===== config.mk =====
export PLATFORM = sky130hd
export DESIGN_NAME = pll_div_search
export DESIGN_NICKNAME = d
export VERILOG_FILES = /design/src/rtl/pll_search_pkg.sv /design/src/rtl/pll_search_div.sv /design/src/rtl/pll_search_dp.sv /design/src/rtl/pll_search_ctrl.sv /design/src/rtl/pll_div_search.sv
export SDC_FILE = /design/constraint.sdc
export NUM_CORES = 2
export LEC_CHECK = 0
export BUFFER_PORTS_ARGS = -buffer_cell sky130_fd_sc_hd__buf_2
export CORE_AREA = 3 3 266 268
export DETAILED_ROUTE_END_ITERATION = 8
export DIE_AREA = 0 0 269 271
export PLACE_DENSITY = 0.71
export RECOVER_POWER = 50
export SETUP_SLACK_MARGIN = 0.1
export SKIP_LAST_GASP = 1
export SYNTH_ARGS = -nofsm -noshare
export SYNTH_HDL_FRONTEND = slang
export SYNTH_SLANG_ARGS = --single-unit
export TNS_END_PERCENT = 30

===== constraint.sdc =====
create_clock -name clk -period 12.01 [get_ports clk]
set_clock_uncertainty 0.2 [all_clocks]
set_input_delay 1.201 -clock clk [delete_from_list [all_inputs] [get_ports clk]]
set_output_delay 1.201 -clock clk [all_outputs]
set_load 0.005 [all_outputs]

===== src/rtl/pll_search_pkg.sv =====
package pll_search_pkg;

  typedef enum logic [1:0] {
    OP_MIN,
    OP_MAX,
    OP_FB,
    OP_FREQ
  } divOp_e;

  // strobes from control to datapath
  typedef struct packed {
    logic   init;
    logic   divGo;
    divOp_e op;
    logic   latchMin;
    logic   latchMax;
    logic   latchFb;
    logic   evalFreq;
    logic   nextPre;
    logic   finish;
  } dpCtl_t;

  // status from datapath to control
  typedef struct packed {
    logic divDone;
    logic fbOk;
    logic exact;
    logic preOver;
  } dpStat_t;

endpackage


===== src/rtl/pll_search_div.sv =====
module pll_search_div #(
  parameter int NUM_W = 64,
  parameter int DEN_W = 32
) (
  input  logic             clk,
  input  logic             rstN,
  input  logic             go,
  input  logic [NUM_W-1:0] numer,
  input  logic [DEN_W-1:0] denom,
  output logic             ready,
  output logic [NUM_W-1:0] quot
);
  localparam int CNT_W = $clog2(NUM_W);

  logic [DEN_W-1:0] remR, denR, nextRem;
  logic [NUM_W-1:0] quoR, nextQuo;
  logic [CNT_W-1:0] cntR;
  logic             running;
  logic [DEN_W:0]   remSh, remDiff;

  always_comb begin
    remSh   = {remR, quoR[NUM_W-1]};
    remDiff = remSh - {1'b0, denR};
    if (remSh >= {1'b0, denR}) begin
      nextRem = remDiff[DEN_W-1:0];
      nextQuo = {quoR[NUM_W-2:0], 1'b1};
    end else begin
      nextRem = remSh[DEN_W-1:0];
      nextQuo = {quoR[NUM_W-2:0], 1'b0};
    end
  end

  always_ff @(posedge clk or negedge rstN) begin
    if (!rstN) begin
      remR    <= '0;
      denR    <= '0;
      quoR    <= '0;
      cntR    <= '0;
      running <= 1'b0;
      ready   <= 1'b0;
    end else begin
      ready <= 1'b0;
      if (go) begin
        quoR    <= numer;
        remR    <= '0;
        denR    <= denom;
        cntR    <= '0;
        running <= 1'b1;
      end else if (running) begin
        remR <= nextRem;
        quoR <= nextQuo;
        cntR <= cntR + 1'b1;
        if (cntR == CNT_W'(NUM_W - 1)) begin
          running <= 1'b0;
          ready   <= 1'b1;
        end
      end
    end
  end

  assign quot = quoR;

endmodule


===== src/rtl/pll_search_dp.sv =====
module pll_search_dp
  import pll_search_pkg::*;
#(
  parameter int          FREQ_W     = 32,
  parameter int          PRE_W      = 9,
  parameter int          FB_W       = 9,
  parameter int unsigned CLAMP_HZ   = 1000000000,
  parameter int unsigned CMP_MIN_HZ = 5000000,
  parameter int unsigned CMP_MAX_HZ = 40000000,
  parameter int unsigned FB_MIN     = 12,
  parameter int unsigned FB_MAX     = 511,
  parameter int unsigned FB_SKIP    = 15
) (
  input  logic              clk,
  input  logic              rstN,
  input  dpCtl_t            ctl,
  input  logic [FREQ_W-1:0] refHz,
  input  logic [FREQ_W-1:0] rateHz,
  output dpStat_t           stat,
  output logic              done,
  output logic              valid,
  output logic [PRE_W-1:0]  bestPre,
  output logic [FB_W-1:0]   bestFb,
  output logic [FREQ_W-1:0] achievedHz
);
  localparam int NUM_W = 2 * FREQ_W;

  logic [FREQ_W-1:0] frefR, foutR, minDelta, delta, freqQ;
  logic [PRE_W-1:0]  preR, maxPreR;
  logic [FB_W-1:0]   fbR;
  logic              found;
  logic [NUM_W-1:0]  numer, quot;
  logic [FREQ_W-1:0] denom;
  logic              divReady;

  always_comb begin
    unique case (ctl.op)
      OP_MIN: begin
        numer = NUM_W'(frefR) + NUM_W'(CMP_MAX_HZ - 1);
        denom = FREQ_W'(CMP_MAX_HZ);
      end
      OP_MAX: begin
        numer = NUM_W'(frefR);
        denom = FREQ_W'(CMP_MIN_HZ);
      end
      OP_FB: begin
        numer = NUM_W'(foutR) * NUM_W'(preR);
        denom = frefR;
      end
      default: begin
        numer = NUM_W'(fbR) * NUM_W'(frefR);
        denom = FREQ_W'(preR);
      end
    endcase
  end

  pll_search_div #(.NUM_W(NUM_W), .DEN_W(FREQ_W)) u_div (
    .clk   (clk),
    .rstN  (rstN),
    .go    (ctl.divGo),
    .numer (numer),
    .denom (denom),
    .ready (divReady),
    .quot  (quot)
  );

  assign freqQ = quot[FREQ_W-1:0];
  assign delta = (foutR >= freqQ) ? (foutR - freqQ) : (freqQ - foutR);

  assign stat.divDone = divReady;
  assign stat.fbOk    = (quot >= NUM_W'(FB_MIN)) && (quot <= NUM_W'(FB_MAX))
                        && (quot != NUM_W'(FB_SKIP));
  assign stat.exact   = (delta == '0);
  assign stat.preOver = (maxPreR == '0) || (preR > maxPreR);

  always_ff @(posedge clk or negedge rstN) begin
    if (!rstN) begin
      frefR      <= '0;
      foutR      <= '0;
      preR       <= '0;
      maxPreR    <= '0;
      fbR        <= '0;
      minDelta   <= '1;
      found      <= 1'b0;
      bestPre    <= PRE_W'(1);
      bestFb     <= FB_W'(1);
      achievedHz <= '0;
      done       <= 1'b0;
      valid      <= 1'b0;
    end else begin
      done <= ctl.finish;
      if (ctl.init) begin
        frefR      <= refHz >> 1;
        foutR      <= (rateHz > FREQ_W'(CLAMP_HZ)) ? FREQ_W'(CLAMP_HZ) : rateHz;
        minDelta   <= '1;
        found      <= 1'b0;
        bestPre    <= PRE_W'(1);
        bestFb     <= FB_W'(1);
        achievedHz <= '0;
        valid      <= 1'b0;
      end
      if (ctl.latchMin) preR    <= quot[PRE_W-1:0];
      if (ctl.latchMax) maxPreR <= quot[PRE_W-1:0];
      if (ctl.latchFb)  fbR     <= quot[FB_W-1:0];
      if (ctl.nextPre)  preR    <= preR + 1'b1;
      if (ctl.evalFreq && (delta < minDelta)) begin
        minDelta   <= delta;
        found      <= 1'b1;
        bestPre    <= preR;
        bestFb     <= fbR;
        achievedHz <= freqQ;
      end
      if (ctl.finish) valid <= found;
    end
  end

  // the working rate never exceeds the ceiling
  assert_rate_clamped_R2: assert property (@(posedge clk) disable iff (!rstN)
    foutR <= FREQ_W'(CLAMP_HZ));

  // a kept pre-divider keeps the compare frequency inside the band
  assert_pre_window_R3: assert property (@(posedge clk) disable iff (!rstN)
    found |-> ((64'(bestPre) * 64'(CMP_MIN_HZ) <= 64'(frefR)) &&
               (64'(bestPre) * 64'(CMP_MAX_HZ) >= 64'(frefR))));

  // a kept feedback value is always a legal one
  assert_fb_legal_R4: assert property (@(posedge clk) disable iff (!rstN)
    found |-> ((bestFb >= FB_W'(FB_MIN)) && (32'(bestFb) <= FB_MAX)
               && (bestFb != FB_W'(FB_SKIP))));

  // the best error never grows within one search
  assert_error_shrinks_R5: assert property (@(posedge clk) disable iff (!rstN)
    !ctl.init |=> (minDelta <= $past(minDelta)));

  // defaults stay in place while nothing is accepted
  assert_defaults_R7: assert property (@(posedge clk) disable iff (!rstN)
    !found |-> ((achievedHz == '0) && (bestPre == PRE_W'(1)) && (bestFb == FB_W'(1))));

  // completion lasts one cycle
  assert_done_pulse_R8: assert property (@(posedge clk) disable iff (!rstN)
    done |=> !done);

  // captured inputs only change on an accepted start
  assert_inputs_frozen_R9: assert property (@(posedge clk) disable iff (!rstN)
    !ctl.init |=> ($stable(frefR) && $stable(foutR)));

endmodule


===== src/rtl/pll_search_ctrl.sv =====
module pll_search_ctrl
  import pll_search_pkg::*;
(
  input  logic    clk,
  input  logic    rstN,
  input  logic    start,
  input  dpStat_t stat,
  output dpCtl_t  ctl
);
  typedef enum logic [3:0] {
    S_IDLE, S_MINGO, S_MIN, S_MAXGO, S_MAX, S_CHK,
    S_FB, S_FREQGO, S_FREQ, S_FIN
  } state_e;

  state_e state, nextState;

  always_comb begin
    ctl       = '0;
    ctl.op    = OP_MIN;
    nextState = state;
    unique case (state)
      S_IDLE: if (start) begin
        ctl.init  = 1'b1;
        nextState = S_MINGO;
      end
      S_MINGO: begin
        ctl.divGo = 1'b1;
        ctl.op    = OP_MIN;
        nextState = S_MIN;
      end
      S_MIN: if (stat.divDone) begin
        ctl.latchMin = 1'b1;
        nextState    = S_MAXGO;
      end
      S_MAXGO: begin
        ctl.divGo = 1'b1;
        ctl.op    = OP_MAX;
        nextState = S_MAX;
      end
      S_MAX: if (stat.divDone) begin
        ctl.latchMax = 1'b1;
        nextState    = S_CHK;
      end
      S_CHK: begin
        if (stat.preOver) nextState = S_FIN;
        else begin
          ctl.divGo = 1'b1;
          ctl.op    = OP_FB;
          nextState = S_FB;
        end
      end
      S_FB: begin
        ctl.op = OP_FB;
        if (stat.divDone) begin
          if (stat.fbOk) begin
            ctl.latchFb = 1'b1;
            nextState   = S_FREQGO;
          end else begin
            ctl.nextPre = 1'b1;
            nextState   = S_CHK;
          end
        end
      end
      S_FREQGO: begin
        ctl.divGo = 1'b1;
        ctl.op    = OP_FREQ;
        nextState = S_FREQ;
      end
      S_FREQ: begin
        ctl.op = OP_FREQ;
        if (stat.divDone) begin
          ctl.evalFreq = 1'b1;
          if (stat.exact) nextState = S_FIN;
          else begin
            ctl.nextPre = 1'b1;
            nextState   = S_CHK;
          end
        end
      end
      default: begin
        ctl.finish = 1'b1;
        nextState  = S_IDLE;
      end
    endcase
  end

  always_ff @(posedge clk or negedge rstN) begin
    if (!rstN) state <= S_IDLE;
    else       state <= nextState;
  end

endmodule


===== src/rtl/pll_div_search.sv =====
module pll_div_search
  import pll_search_pkg::*;
#(
  parameter int          FREQ_W     = 32,
  parameter int unsigned CLAMP_HZ   = 1000000000,
  parameter int unsigned CMP_MIN_HZ = 5000000,
  parameter int unsigned CMP_MAX_HZ = 40000000,
  parameter int unsigned FB_MIN     = 12,
  parameter int unsigned FB_MAX     = 511,
  parameter int unsigned FB_SKIP    = 15,
  localparam int PRE_W = $clog2(((64'd1 << (FREQ_W - 1)) / CMP_MIN_HZ) + 64'd2),
  localparam int FB_W  = $clog2(FB_MAX + 1)
) (
  input  logic              clk,
  input  logic              rstN,
  input  logic              start,
  input  logic [FREQ_W-1:0] refHz,
  input  logic [FREQ_W-1:0] rateHz,
  output logic              done,
  output logic              valid,
  output logic [PRE_W-1:0]  bestPre,
  output logic [FB_W-1:0]   bestFb,
  output logic [FREQ_W-1:0] achievedHz
);
  dpCtl_t  ctl;
  dpStat_t stat;

  pll_search_ctrl u_ctrl (
    .clk   (clk),
    .rstN  (rstN),
    .start (start),
    .stat  (stat),
    .ctl   (ctl)
  );

  pll_search_dp #(
    .FREQ_W     (FREQ_W),
    .PRE_W      (PRE_W),
    .FB_W       (FB_W),
    .CLAMP_HZ   (CLAMP_HZ),
    .CMP_MIN_HZ (CMP_MIN_HZ),
    .CMP_MAX_HZ (CMP_MAX_HZ),
    .FB_MIN     (FB_MIN),
    .FB_MAX     (FB_MAX),
    .FB_SKIP    (FB_SKIP)
  ) u_dp (
    .clk        (clk),
    .rstN       (rstN),
    .ctl        (ctl),
    .refHz      (refHz),
    .rateHz     (rateHz),
    .stat       (stat),
    .done       (done),
    .valid      (valid),
    .bestPre    (bestPre),
    .bestFb     (bestFb),
    .achievedHz (achievedHz)
  );

endmodule


==> key figures <==
Run status
  – Status: complete, but fails checks
  – Failing checks: capacitance limit, slew limit

STA
  – Tcrit/Tclk final: 67.0%
  – FMAX: between 100 and 150 MHz
  – Max Slew Vio Count: 199
  – Slew margin rel.: -282%
  – Final hold violations: 0
  – RSZ-0062 raised after global routing: false
  – Setup TNS: 0 ns
  – Tmin final: 8.05 ns
  – Slew @ Worst Pin: approximately 5.7 ns
  – Final Setup Violations: 0

Run
  – Max-Cap Viols: 3

Worst setup path
  – Crit-path leading delay family: compound AO/OA/AOI/OAI gates
  – Crit end category: flip-flop
  – Startpoint types: flip-flop
  – Most used cell, CP: fa_1
  – CP Class: flip-flop to flip-flop
  – WP data arrival: between 8 and 9 ns
  – CP required: 12.29 ns
  – Crit-path cells: buf_4, clkinv_1, nor2_1, fa_1, fa_1, fa_1, inv_1, fa_1, inv_1, ha_1, o21ai_0, a21oi_1, a221oi_1, o311ai_0, a21oi_1, o21ai_0, o211ai_1, a311oi_1, a21o_1, a21oi_1, xnor2_1, nand2_1, o211ai_1
  – WP buf/inv: 4
  – CP max-delay cell: clkinv_1
  – Worst path max stage delay: roughly 0.84 ns
  – CP Max Fanout: 27

GRT
  – Largest net degree at the start of global routing: 154
  – Grt total ovfl: 0
  – Initial antenna violation count: 2
  – Total track usage: 30.6%
  – Vias in the first global route: ~31000
  – First-pass GRT wire length: between 150 and 200 mm

Die
  – Die Ht: 271 um
  – Die area: approximately 73000 um^2
  – Die Wd: 269 um
  – I/O pin count: 119
  – CORE AREA: 68600 um^2
  – Initial core utilization: 54.7%
  – Rows: between 90 and 100

CTS
  – Cts repair resizes: 0
  – CTS tree: done
  – CTS Sinks: 314
  – Root buf cell: clkbuf_16
  – CTS Buffer Depth: 3
  – H-tree levels: 2
  – Post-CTS repair timing setup buffer count: 0
  – Hold buffers post-CTS: 0
  – CTS clock-pin slew for the worst setup and hold paths: about 0.060 ns
  – Skew-Pair Late Insertion Delay: 0.61 ns
  – Cts bufs inserted: 41

Layout
  – Fill cell total of the finished layout: 6245
  – Net count, final: approximately 5200
  – Area growth from synthesis to layout: 6.98%
  – Share of cells above drive strength 1: 6.09%
  – Commonest non-fill, non-tap cells in the layout: 692 x inv_1, 502 x nand2_1, 418 x fa_1, 385 x nor2_1
  – Commonest non-fill, non-tap cell in the layout: inv_1

Synth
  – Yosys top cell by area: fa_1
  – Area share of the largest cell type after synthesis: between 20% and 30%
  – Sequential fraction of the synthesis area: between 20% and 30%
  – Synth area leaders: fa_1 22%, dfrtp_1 19%, ha_1 8.6%, inv_1 6.9%, nand2_1 5.0%
  – Ys flop type: dfrtp_1
  – Mean Syn Cell Area: roughly 8.3 um^2
  – Synthesized net count: approximately 5200
  – Syn. warnings: 0
  – Post-synthesis cell type count: slightly below 90
  – Post-synth EDFFs: 0
  – Yosys reg bits: about 310
  – Gate Count Post-Synth: between 4000 and 5000
  – Async S/R FF share, synth: 100%
  – Mapped Area: between 30000 and 40000 um^2

Routing
  – Routed WL: around 110 mm
  – Via-per-instance ratio: just under 6
  – Post-route DRC: 0
  – Wirelength per Cell: 20.1 um
  – DRT Pass-1 Iters: 7
  – Drt initial violations: 2919
  – Post-route ant nets: 0
  – Vias: 31900

Placement
  – Gpl congestion: ~0.97
  – Port bufs: 117
  – HPWL Detailed: roughly 82 mm

Power and ir drop
  – Power density over cell area: ~60 nW/um^2
  – Worst VDD drop: approximately 0.00015 V
  – Total Power: 2430 uW
  – Leak Pwr: 0.0207 uW

Worst hold path
  – Hold crit path type: flip-flop to flip-flop
## layout make-up
class	count	area (um^2)	area share (%)
Tap cell	931	1160	2.90
Clock inverter	21	285	0.711
Sequential cell	314	7910	19.7
Multi-Input combinational cell	3228	26100	64.9
Antenna cell	1	2.50	0.00623
Clock buffer	55	1160	2.89
Inverter	718	2700	6.71
Timing Repair Buffer	160	878	2.19
## worst register-to-register path, cell delays in order, from the launching register on
cell and delay [ns]:
dfrtp_1 0.32, buf_4 0.28, clkinv_1 0.84, nor2_1 0.42
fa_1 0.46, fa_1 0.53, fa_1 0.57, inv_1 0.06
fa_1 0.56, inv_1 0.05, ha_1 0.33, o21ai_0 0.09
a21oi_1 0.28, a221oi_1 0.21, o311ai_0 0.75, a21oi_1 0.29
o21ai_0 0.44, o211ai_1 0.21, a311oi_1 0.41, a21o_1 0.18
a21oi_1 0.07, xnor2_1 0.16, nand2_1 0.07, o211ai_1 0.13
## power by group
| part | switching, uW | leakage, uW | internal (uW) |
|---|---|---|---|
| sequential | 0 | 0.00375 | 1060 |
| clock | 537 | 0.000714 | 794 |
| combinational | 28.8 | 0.0162 | 9.84 |
| total | 565 | 0.0207 | 1860 |
## Yosys cell counts, drive strengths merged, types with 9 or more instances
cell type and number:
dfrtp 280, a221oi 24, nor3 45, a31oi 30, and2 154, inv 692
o22ai 17, mux2i 84, a21o 72, clkbuf 201, a211oi 46, nand3 122
o21bai 25, a221o 9, o211ai 23, nand4 34, nor4 24, nand2b 30
and3 17, nand2 502, xnor2 97, ha 258, buf 40, clkinv 26
o21ai 289, o21a 19, o221ai 14, nor2b 19, a22oi 13, nor2 387
a21oi 253, fa 418, o31ai 14, xor2 66, dfstp 34, o211a 15
## cells by family after synthesis
group	Yosys count	share of synthesized area (%)
xor gates and xnor gates	163	3.80
and+or+nand+nor	1375	16.7
AOI/OAI and AO/OA	926	15.5
muxes	88	2.36
adders and majority gates	676	30.9
DFF	314	21.0
buffers and inverters	959	9.75
## metal layers
metal,wire length [um],global-route usage (%)
met1,46600,43.2
met2,50100,48.4
met3,8860,4.97
met4,3480,9.26
met5,13,0
## metrics by stage
step	util, %	cells	worst slack (ns)	hold WS (ns)	cell area (um^2)
2_1_floorplan	-	4501	5.57	0.247	37500
3_3_place_gp	56.5	5351	4.05	0.262	38800
3_5_place_dp	56.5	5351	4.06	0.269	38800
4_1_cts	58.6	5427	3.99	0.283	40200
5_1_grt	58.5	5427	3.45	0.308	40100
6_report	58.5	5428	3.96	0.278	40200
## worst paths after layout
| kind | slack [ns] | cells after the start | endpoint | start |
|---|---|---|---|---|
| max reg2reg | 3.96 | 23 | u_dp.u_div.quot[39] | u_dp.preR[8] |
| min | 0.28 | 2 | u_dp.found | u_dp.found |
| max | 3.96 | 23 | u_dp.u_div.quot[39] | u_dp.preR[8] |
| max in group asynchronous | 5.79 | 3 | u_dp.u_div.quot[48] | rstN |
| min in group asynchronous | 2.48 | 1 | u_dp.bestFb[7] | rstN |
| min reg2reg | 0.28 | 2 | u_dp.found | u_dp.found |
## sequential cells by signal, summed over array words and instances (netlist names)
| name | flops |
|---|---|
| u_dp.u_div.ready | 1 |
| u_dp.fbR | 9 |
| u_dp.bestPre | 9 |
| u_dp.u_div.remR | 32 |
| u_ctrl.state | 4 |
| u_dp.achievedHz | 32 |
| u_dp.valid | 1 |
| u_dp.bestFb | 9 |
| u_dp.frefR | 31 |
| u_dp.u_div.denR | 31 |
| u_dp.found | 1 |
| u_dp.minDelta | 32 |
| u_dp.maxPreR | 9 |
| u_dp.u_div.running | 1 |
| u_dp.u_div.quot | 64 |
| u_dp.preR | 9 |
| u_dp.u_div.cntR | 6 |
| u_dp.foutR | 32 |
| u_dp.done | 1 |
(Power assumes the default switching activity.)
